### config.mk
export PLATFORM = sky130hd
export DESIGN_NAME = xe_addr_gen
export DESIGN_NICKNAME = d
export VERILOG_FILES = /design/src/rtl/xe_ag_pkg.sv /design/src/rtl/xe_ag_decode.sv /design/src/rtl/xe_ag_calc.sv /design/src/rtl/xe_ag_ctl.sv /design/src/rtl/xe_addr_gen.sv
export SDC_FILE = /design/constraint.sdc
export NUM_CORES = 1
export LEC_CHECK = 0
export BUFFER_PORTS_ARGS = -buffer_cell sky130_fd_sc_hd__buf_2
export CAP_MARGIN = 25
export CORE_ASPECT_RATIO = 1.25
export CORE_MARGIN = 3
export CORE_UTILIZATION = 39
export DETAILED_ROUTE_END_ITERATION = 7
export PLACE_DENSITY = 0.79
export SYNTH_ARGS = -nofsm -noshare
export SYNTH_HDL_FRONTEND = slang
export SYNTH_SLANG_ARGS = --single-unit
### constraint.sdc
create_clock -name clk -period 1.7 [get_ports clk]
set_clock_uncertainty 0.1 [all_clocks]
set_input_delay 0.085 -clock clk [delete_from_list [all_inputs] [get_ports clk]]
set_output_delay 0.085 -clock clk [all_outputs]
set_load 0.005 [all_outputs]
### src/rtl/xe_ag_pkg.sv
package xe_ag_pkg;

   typedef enum logic [1:0] {
      OPK_NONE = 2'd0,
      OPK_IMM  = 2'd1,
      OPK_MEM  = 2'd2,
      OPK_IND  = 2'd3
   } opkind_e;

   typedef enum logic [1:0] {
      BSEL_ZERO = 2'd0,
      BSEL_BASE = 2'd1,
      BSEL_PC   = 2'd2
   } bsel_e;

   localparam int INSTR_W = 32;
   localparam int DISP_W  = 12;
   localparam int LONG_W  = 20;
   localparam int OLD_W   = 15;
   localparam int LEN_W   = 3;
   localparam int FLAG_W  = 6;

   function automatic logic op_is_one_byte(input logic [7:0] op);
      return (op[7:4] == 4'hC) || (op[7:4] == 4'hF);
   endfunction

   function automatic logic op_is_two_byte(input logic [7:0] op);
      return (op[7:4] == 4'h9) || (op[7:4] == 4'hA) || (op[7:4] == 4'hB);
   endfunction

endpackage

### src/rtl/xe_ag_decode.sv
module xe_ag_decode
   import xe_ag_pkg::*;
(
   input  logic [INSTR_W-1:0] instr,
   output logic [LEN_W-1:0]   len_o,
   output logic [FLAG_W-1:0]  flags_o,
   output opkind_e            kind_o,
   output logic               illegal_o,
   output logic               short_o,
   output bsel_e              bsel_o,
   output logic [LONG_W-1:0]  off_o,
   output logic               off_neg_o,
   output logic               use_idx_o
);

   logic [7:0] op_byte, b1, b2, b3;
   logic       fn, fi, fx, fb, fp, fe;
   logic       one_b, two_b, old_form, long_form;
   logic [DISP_W-1:0] disp;

   assign op_byte = instr[31:24];
   assign b1      = instr[23:16];
   assign b2      = instr[15:8];
   assign b3      = instr[7:0];

   assign fn = op_byte[1];
   assign fi = op_byte[0];
   assign fx = b1[7];
   assign fb = b1[6];
   assign fp = b1[5];
   assign fe = b1[4];

   assign one_b     = op_is_one_byte(op_byte);
   assign two_b     = op_is_two_byte(op_byte);
   assign old_form  = !one_b && !two_b && !fn && !fi;
   assign long_form = !one_b && !two_b && !old_form && fe;
   assign disp      = {b1[3:0], b2};

   always_comb begin
      len_o     = 3'd3;
      flags_o   = '0;
      kind_o    = OPK_MEM;
      illegal_o = 1'b0;
      short_o   = 1'b0;
      bsel_o    = BSEL_ZERO;
      off_o     = '0;
      off_neg_o = 1'b0;
      use_idx_o = 1'b0;
      if (one_b || two_b) begin
         len_o   = one_b ? 3'd1 : 3'd2;
         kind_o  = OPK_NONE;
         short_o = 1'b1;
      end else if (old_form) begin
         flags_o   = {1'b0, 1'b0, fx, 3'b000};
         off_o     = {{(LONG_W-OLD_W){1'b0}}, b1[6:0], b2};
         use_idx_o = fx;
      end else begin
         flags_o   = {fn, fi, fx, fb, fp, fe};
         use_idx_o = fx;
         case ({fn, fi})
            2'b01:   kind_o = OPK_IMM;
            2'b10:   kind_o = OPK_IND;
            default: kind_o = OPK_MEM;
         endcase
         if (fx && (fn != fi))
            illegal_o = 1'b1;
         if (long_form) begin
            len_o = 3'd4;
            off_o = {b1[3:0], b2, b3};
            if (fb || fp)
               illegal_o = 1'b1;
         end else begin
            off_o = {{(LONG_W-DISP_W){1'b0}}, disp};
            if (fb && fp) begin
               illegal_o = 1'b1;
            end else if (fb) begin
               bsel_o = BSEL_BASE;
            end else if (fp) begin
               bsel_o    = BSEL_PC;
               off_o     = {{(LONG_W-DISP_W){disp[DISP_W-1]}}, disp};
               off_neg_o = disp[DISP_W-1];
            end
         end
      end
   end

endmodule

### src/rtl/xe_ag_calc.sv
module xe_ag_calc
   import xe_ag_pkg::*;
#(
   parameter int ADDR_W = 20
) (
   input  logic [ADDR_W-1:0] pc,
   input  logic [ADDR_W-1:0] breg,
   input  logic [ADDR_W-1:0] xreg,
   input  logic [LEN_W-1:0]  len,
   input  bsel_e             bsel,
   input  logic [LONG_W-1:0] off,
   input  logic              off_neg,
   input  logic              use_idx,
   input  logic              short_in,
   output logic [ADDR_W-1:0] ta_o
);

   localparam int EXT_W = ADDR_W - LONG_W;

   logic [ADDR_W-1:0] off_ext, base_val, idx_val, pc_next;

   generate
      if (EXT_W > 0) begin : g_ext
         assign off_ext = {{EXT_W{off_neg}}, off};
      end else begin : g_noext
         assign off_ext = off[ADDR_W-1:0];
      end
   endgenerate

   assign pc_next = pc + {{(ADDR_W-LEN_W){1'b0}}, len};

   always_comb begin
      case (bsel)
         BSEL_BASE: base_val = breg;
         BSEL_PC:   base_val = pc_next;
         default:   base_val = '0;
      endcase
   end

   assign idx_val = use_idx ? xreg : '0;
   assign ta_o    = short_in ? '0 : (base_val + off_ext + idx_val);

endmodule

### src/rtl/xe_ag_ctl.sv
module xe_ag_ctl
   import xe_ag_pkg::*;
#(
   parameter int ADDR_W = 20,
   parameter int WORD_W = 24
) (
   input  logic               clk,
   input  logic               rst_n,
   input  logic               start,
   input  logic [LEN_W-1:0]   len_in,
   input  logic [FLAG_W-1:0]  flags_in,
   input  opkind_e            kind_in,
   input  logic               illegal_in,
   input  logic [ADDR_W-1:0]  ta_in,
   input  logic               ind_ack,
   input  logic [WORD_W-1:0]  ind_data,
   output logic               done,
   output logic [LEN_W-1:0]   len_q,
   output logic [FLAG_W-1:0]  flags_q,
   output opkind_e            kind_q,
   output logic               illegal_q,
   output logic [ADDR_W-1:0]  ta_q,
   output logic               ind_req,
   output logic [ADDR_W-1:0]  ind_addr
);

   logic [ADDR_W-1:0] ptr;

   generate
      if (WORD_W >= ADDR_W) begin : g_ptr_slice
         assign ptr = ind_data[ADDR_W-1:0];
      end else begin : g_ptr_pad
         assign ptr = {{(ADDR_W-WORD_W){1'b0}}, ind_data};
      end
   endgenerate

   always_ff @(posedge clk or negedge rst_n) begin
      if (!rst_n) begin
         done      <= 1'b0;
         len_q     <= '0;
         flags_q   <= '0;
         kind_q    <= OPK_NONE;
         illegal_q <= 1'b0;
         ta_q      <= '0;
         ind_req   <= 1'b0;
         ind_addr  <= '0;
      end else begin
         done <= 1'b0;
         if (ind_req) begin
            if (ind_ack) begin
               ta_q    <= ptr;
               ind_req <= 1'b0;
               done    <= 1'b1;
            end
         end else if (start) begin
            len_q     <= len_in;
            flags_q   <= flags_in;
            kind_q    <= kind_in;
            illegal_q <= illegal_in;
            ta_q      <= ta_in;
            if ((kind_in == OPK_IND) && !illegal_in) begin
               ind_req  <= 1'b1;
               ind_addr <= ta_in;
            end else begin
               done <= 1'b1;
            end
         end
      end
   end


   req_hold_chk: assert property (@(posedge clk) disable iff (!rst_n)
      ind_req && !ind_ack |=> ind_req && $stable(ind_addr));


   ack_done_chk: assert property (@(posedge clk) disable iff (!rst_n)
      ind_req && ind_ack |=> done && !ind_req && (kind_q == OPK_IND));


   busy_start_chk: assert property (@(posedge clk) disable iff (!rst_n)
      ind_req && start && !ind_ack |=> $stable(flags_q) && $stable(len_q));


   illegal_noreq_chk: assert property (@(posedge clk) disable iff (!rst_n)
      done && illegal_q |-> !ind_req && !$past(ind_req));

endmodule

### src/rtl/xe_addr_gen.sv
module xe_addr_gen
   import xe_ag_pkg::*;
#(
   parameter int ADDR_W = 20,
   parameter int WORD_W = 24
) (
   input  logic                clk,
   input  logic                rst_n,
   input  logic                start,
   input  logic [INSTR_W-1:0]  instr,
   input  logic [ADDR_W-1:0]   pc,
   input  logic [WORD_W-1:0]   base_reg,
   input  logic [WORD_W-1:0]   index_reg,
   input  logic                ind_ack,
   input  logic [WORD_W-1:0]   ind_data,
   output logic                done,
   output logic [LEN_W-1:0]    len,
   output logic [FLAG_W-1:0]   flags,
   output logic [1:0]          kind,
   output logic [ADDR_W-1:0]   ta,
   output logic                illegal,
   output logic                ind_req,
   output logic [ADDR_W-1:0]   ind_addr
);

   generate
      if (ADDR_W < LONG_W) begin : g_bad_addr
         $error("xe_addr_gen: ADDR_W must hold the 20-bit long address field");
      end
      if (WORD_W < OLD_W + 1) begin : g_bad_word
         $error("xe_addr_gen: WORD_W too narrow for register operands");
      end
   endgenerate

   logic [ADDR_W-1:0] breg, xreg, ta_c;
   logic [LEN_W-1:0]  d_len;
   logic [FLAG_W-1:0] d_flags;
   opkind_e           d_kind, q_kind;
   logic              d_illegal, d_short, d_off_neg, d_idx;
   bsel_e             d_bsel;
   logic [LONG_W-1:0] d_off;

   generate
      if (WORD_W >= ADDR_W) begin : g_reg_slice
         assign breg = base_reg[ADDR_W-1:0];
         assign xreg = index_reg[ADDR_W-1:0];
      end else begin : g_reg_pad
         assign breg = {{(ADDR_W-WORD_W){1'b0}}, base_reg};
         assign xreg = {{(ADDR_W-WORD_W){1'b0}}, index_reg};
      end
   endgenerate

   xe_ag_decode u_dec (
      .instr     (instr),
      .len_o     (d_len),
      .flags_o   (d_flags),
      .kind_o    (d_kind),
      .illegal_o (d_illegal),
      .short_o   (d_short),
      .bsel_o    (d_bsel),
      .off_o     (d_off),
      .off_neg_o (d_off_neg),
      .use_idx_o (d_idx)
   );

   xe_ag_calc #(.ADDR_W(ADDR_W)) u_calc (
      .pc       (pc),
      .breg     (breg),
      .xreg     (xreg),
      .len      (d_len),
      .bsel     (d_bsel),
      .off      (d_off),
      .off_neg  (d_off_neg),
      .use_idx  (d_idx),
      .short_in (d_short),
      .ta_o     (ta_c)
   );

   xe_ag_ctl #(.ADDR_W(ADDR_W), .WORD_W(WORD_W)) u_ctl (
      .clk        (clk),
      .rst_n      (rst_n),
      .start      (start),
      .len_in     (d_len),
      .flags_in   (d_flags),
      .kind_in    (d_kind),
      .illegal_in (d_illegal),
      .ta_in      (ta_c),
      .ind_ack    (ind_ack),
      .ind_data   (ind_data),
      .done       (done),
      .len_q      (len),
      .flags_q    (flags),
      .kind_q     (q_kind),
      .illegal_q  (illegal),
      .ta_q       (ta),
      .ind_req    (ind_req),
      .ind_addr   (ind_addr)
   );

   assign kind = q_kind;


   short_len_chk: assert property (@(posedge clk) disable iff (!rst_n)
      done && (q_kind == OPK_NONE) |-> (len == 3'd1 || len == 3'd2) && (ta == '0));

endmodule

==> qor.csv <==
stage,metric,value,unit
run_status,run_status,finished with violations,
run_status,violations,"negative hold slack, negative setup slack",
route,drc,0,
synthesis,avgSynthCellArea,8.149,sq um
power_and_ir_drop,ir_drop,0.6007,mV
worst_hold_path,hold_class,in -> reg,
sta,hold_viol_final,1,
synthesis,ys_async_sr_fraction,100.0,%
place,port_buffers,167,
synthesis,synthDistinctLibCells,58,
die,rows,45,
die,core_area,12390,sq um
layout,multi_input_area,4355,sq um
flow_run,drv_cap,0,
layout,drive_gt1_share,53.26,%
layout,area_growth,72.89,%
sta,hold_ws,-0.002074,ns
synthesis,yosys-top-cells-area,"dfrtp_1 27%, nand2_1 8.4%, fa_1 8.3%",
synthesis,seq_area_frac_synth,26.83,%
worst_setup_path,slowest_delay,0.49,ns
clock_tree,clk_pin_slew,0.07,ns
synthesis,synth_top_area_share,26.83,%
worst_setup_path,crit_type,in -> reg,
sta,timing.fmax,0.2139,GHz
layout,diodes,0,
sta,rsz0062_at_grt,true,
sta,finalCriticalPeriod,4.675,ns
sta,slew_viol_final,0,
global_routing,grt_first_pass_wirelength,29260,um
global_routing,grt_max_degree,28,
layout,register_area,1351,sq um
worst_setup_path,slowest_stage,fa_1,
sta,setup_ws,-2.975,ns
clock_tree,cts_buffer_depth,2,
route,drtIter0Drc,372,
synthesis,yosysTopAreaCell,dfrtp_1,
place,post-dp-hpwl,13780,um
worst_setup_path,cp_max_fo,4,
synthesis,synth_seq_cells,54,
worst_setup_path,cp.arrival,4.75,ns
global_routing,grt_pass1_vias,6205,
die,io_pins,182,
layout,fin_nets,1122,
route,firstDrtPassIters,5,
route,vias_per_cell,5.425,
route,antenna_left,0,
synthesis,ys.flop_type,dfrtp_1,
layout,fin_cells,1114,
layout,final_common_cell,buf_2,
power_and_ir_drop,p_leak,4.279,nW
layout,fillCellCount,892,
place,gp_congestion,0.9183,
die,initial_core_util,40.66,%
clock_tree,cts_sinks,54,
clock_tree,clock_latency,0.29,ns
global_routing,grt_remaining_overflow,0,
synthesis,yosysWarnings,0,
synthesis,syn_nets,791,
worst_setup_path,crit_path_end_kind,flop,
place,dp_slack,-3.341,ns
clock_tree,h-tree-depth,2,
route,drt_wl_total,19340,um
worst_setup_path,crit_required,1.77,ns
die,die-area,14320,sq um
die,fp.dieW,107.6,um
synthesis,syn_area,5036,sq um
power_and_ir_drop,powerDensity,708.8,nW/um^2
sta,min_period_over_period,275.0,%
global_routing,grt_usage,25.12,%
sta,relSlewSlack,69.04,%
route,drt-wirelength-per-cell,17.36,um
worst_setup_path,critPathLaunchType,input port,
global_routing,antenna_found_initial,0,
clock_tree,cts_tree,done,
sta,worst_pin_slew,0.4627,ns
synthesis,synth_edf_count,0,
route,vias,6044,
sta,setup-violations-final,40,
layout,final_cell_mix,"165 x buf_2, 154 x buf_4, 105 x nand2_1",
place,dp_cells,1065,
clock_tree,cts-root-buf,clkbuf_16,
synthesis,synthCells,618,
die,die_h,133.1,um
clock_tree,numCtsBuffers,5,
## worst max-delay path: cells and delay by family
kind                       cells  cell delay [ns]
AOI/OAI and AO/OA              8             1.57
xor gates and xnor gates       2             0.32
adders and majority gates      4             1.17
buffers and inverters          6             0.49
muxes                          1             0.17
and+or+nand+nor                8             0.95
## power by group
| group | internal, W | total, W | switching, W |
|---|---|---|---|
| clock network | 0.000884 | 0.00132 | 0.000439 |
| registers | 0.00160 | 0.00180 | 0.000197 |
| logic | 0.00154 | 0.00305 | 0.00151 |
## worst paths after layout
kind / cells past startpoint / start / end / slack (ns)
worst max-delay path: 29 / instr[29] / u_ctl.ta_q[14]$_DFFE_PN0P_ / -2.97
worst min-delay path: 3 / ind_data[4] / u_ctl.ta_q[4]$_DFFE_PN0P_ / -0.002
worst max register to register: 4 / u_ctl.ind_req$_DFF_PN0_ / u_ctl.ta_q[0]$_DFFE_PN0P_ / 0.07
worst min register to register: 2 / u_ctl.flags_q[4]$_DFFE_PN0P_ / u_ctl.flags_q[4]$_DFFE_PN0P_ / 0.37
max in group asynchronous: 3 / rst_n / u_ctl.ta_q[12]$_DFFE_PN0P_ / 0.69
min in group asynchronous: 2 / rst_n / u_ctl.ta_q[3]$_DFFE_PN0P_ / 0.18
## Yosys cell counts, types with 6 or more instances
master	number
nand2_1	113
dfrtp_1	54
inv_1	52
o21ai_0	38
a21oi_1	30
a22oi_1	28
clkbuf_1	24
ha_1	24
nor2_1	24
fa_1	21
or2_2	19
xnor2_1	18
o31ai_1	15
a21o_1	13
mux2i_1	13
xor2_1	13
nand3_1	8
a211oi_1	7
and2_1	7
mux2_2	7
nand2b_1	7
o21a_1	7
nor2b_1	6
## through the flow
step | setup TNS [ns] | utilization (%) | total power [W] | cell area, sq um | hold slack, ns
final | -96.15 | 70.29 | 0.006172 | 8707 | -0.002074
after global routing | -102.67 | 70.29 | 0.006555 | 8707 | 0.01642
after CTS | -92.06 | 66.90 | 0.005892 | 8287 | 0.0004299
after detailed placement | -111.17 | 59.31 | 0.004220 | 7347 | -0.04974
after global placement | -107.01 | 59.31 | 0.004146 | 7347 | -0.04284
after floorplan | -98.62 | - | 0.003016 | 5369 | -0.3106
## routing by layer
| layer | part of all wire [%] | track usage [%] |
|---|---|---|
| met1 | 38 | 30.12 |
| met2 | 52 | 45.37 |
| met3 | 6.3 | 2.879 |
| met4 | 3.7 | 9.474 |
| met5 | 0 | 0 |
## final cells by class
class | count | area share (%)
multi-input cells | 482 | 50.02
repair buffers | 354 | 27.55
flip-flops and latches | 54 | 15.52
well taps | 164 | 2.357
inverters | 52 | 2.270
clock buffers | 6 | 1.595
clock inverters | 2 | 0.6898
## state kept, by name, summed over array words and instances (netlist names)
signal and flops:
u_ctl.ta_q 20, u_ctl.len_q 3, u_ctl.flags_q 6, u_ctl.illegal_q 1, u_ctl.ind_addr 20, u_ctl.kind_q 2, u_ctl.ind_req 1, u_ctl.done 1
## what timing repair did
| item | 4_1_cts | 5_1_grt |
|---|---|---|
| setup buffers | 17 | 16 |
| setup endpoints to repair | 41 | 41 |
| hold buffers | 10 | 0 |
| cloned | 0 | 2 |
| pin swaps | 73 | 59 |
| resized for setup | 109 | 56 |
| endpoints found under the hold margin | 28 | 0 |
## cell families (layout without fill, tap and decap cells)
kind of cell	count (synthesis)	in the layout	share of synthesized area, %
adders and majority gates	45	45	14.31
and+or+nand+nor	216	216	20.27
buffers and inverters	82	414	6.211
xor gates and xnor gates	31	31	5.391
AOI/OAI and AO/OA	170	170	22.83
muxes	20	20	4.149
DFF	54	54	26.83
No activity file was read; power rests on OpenSTA's default activity.
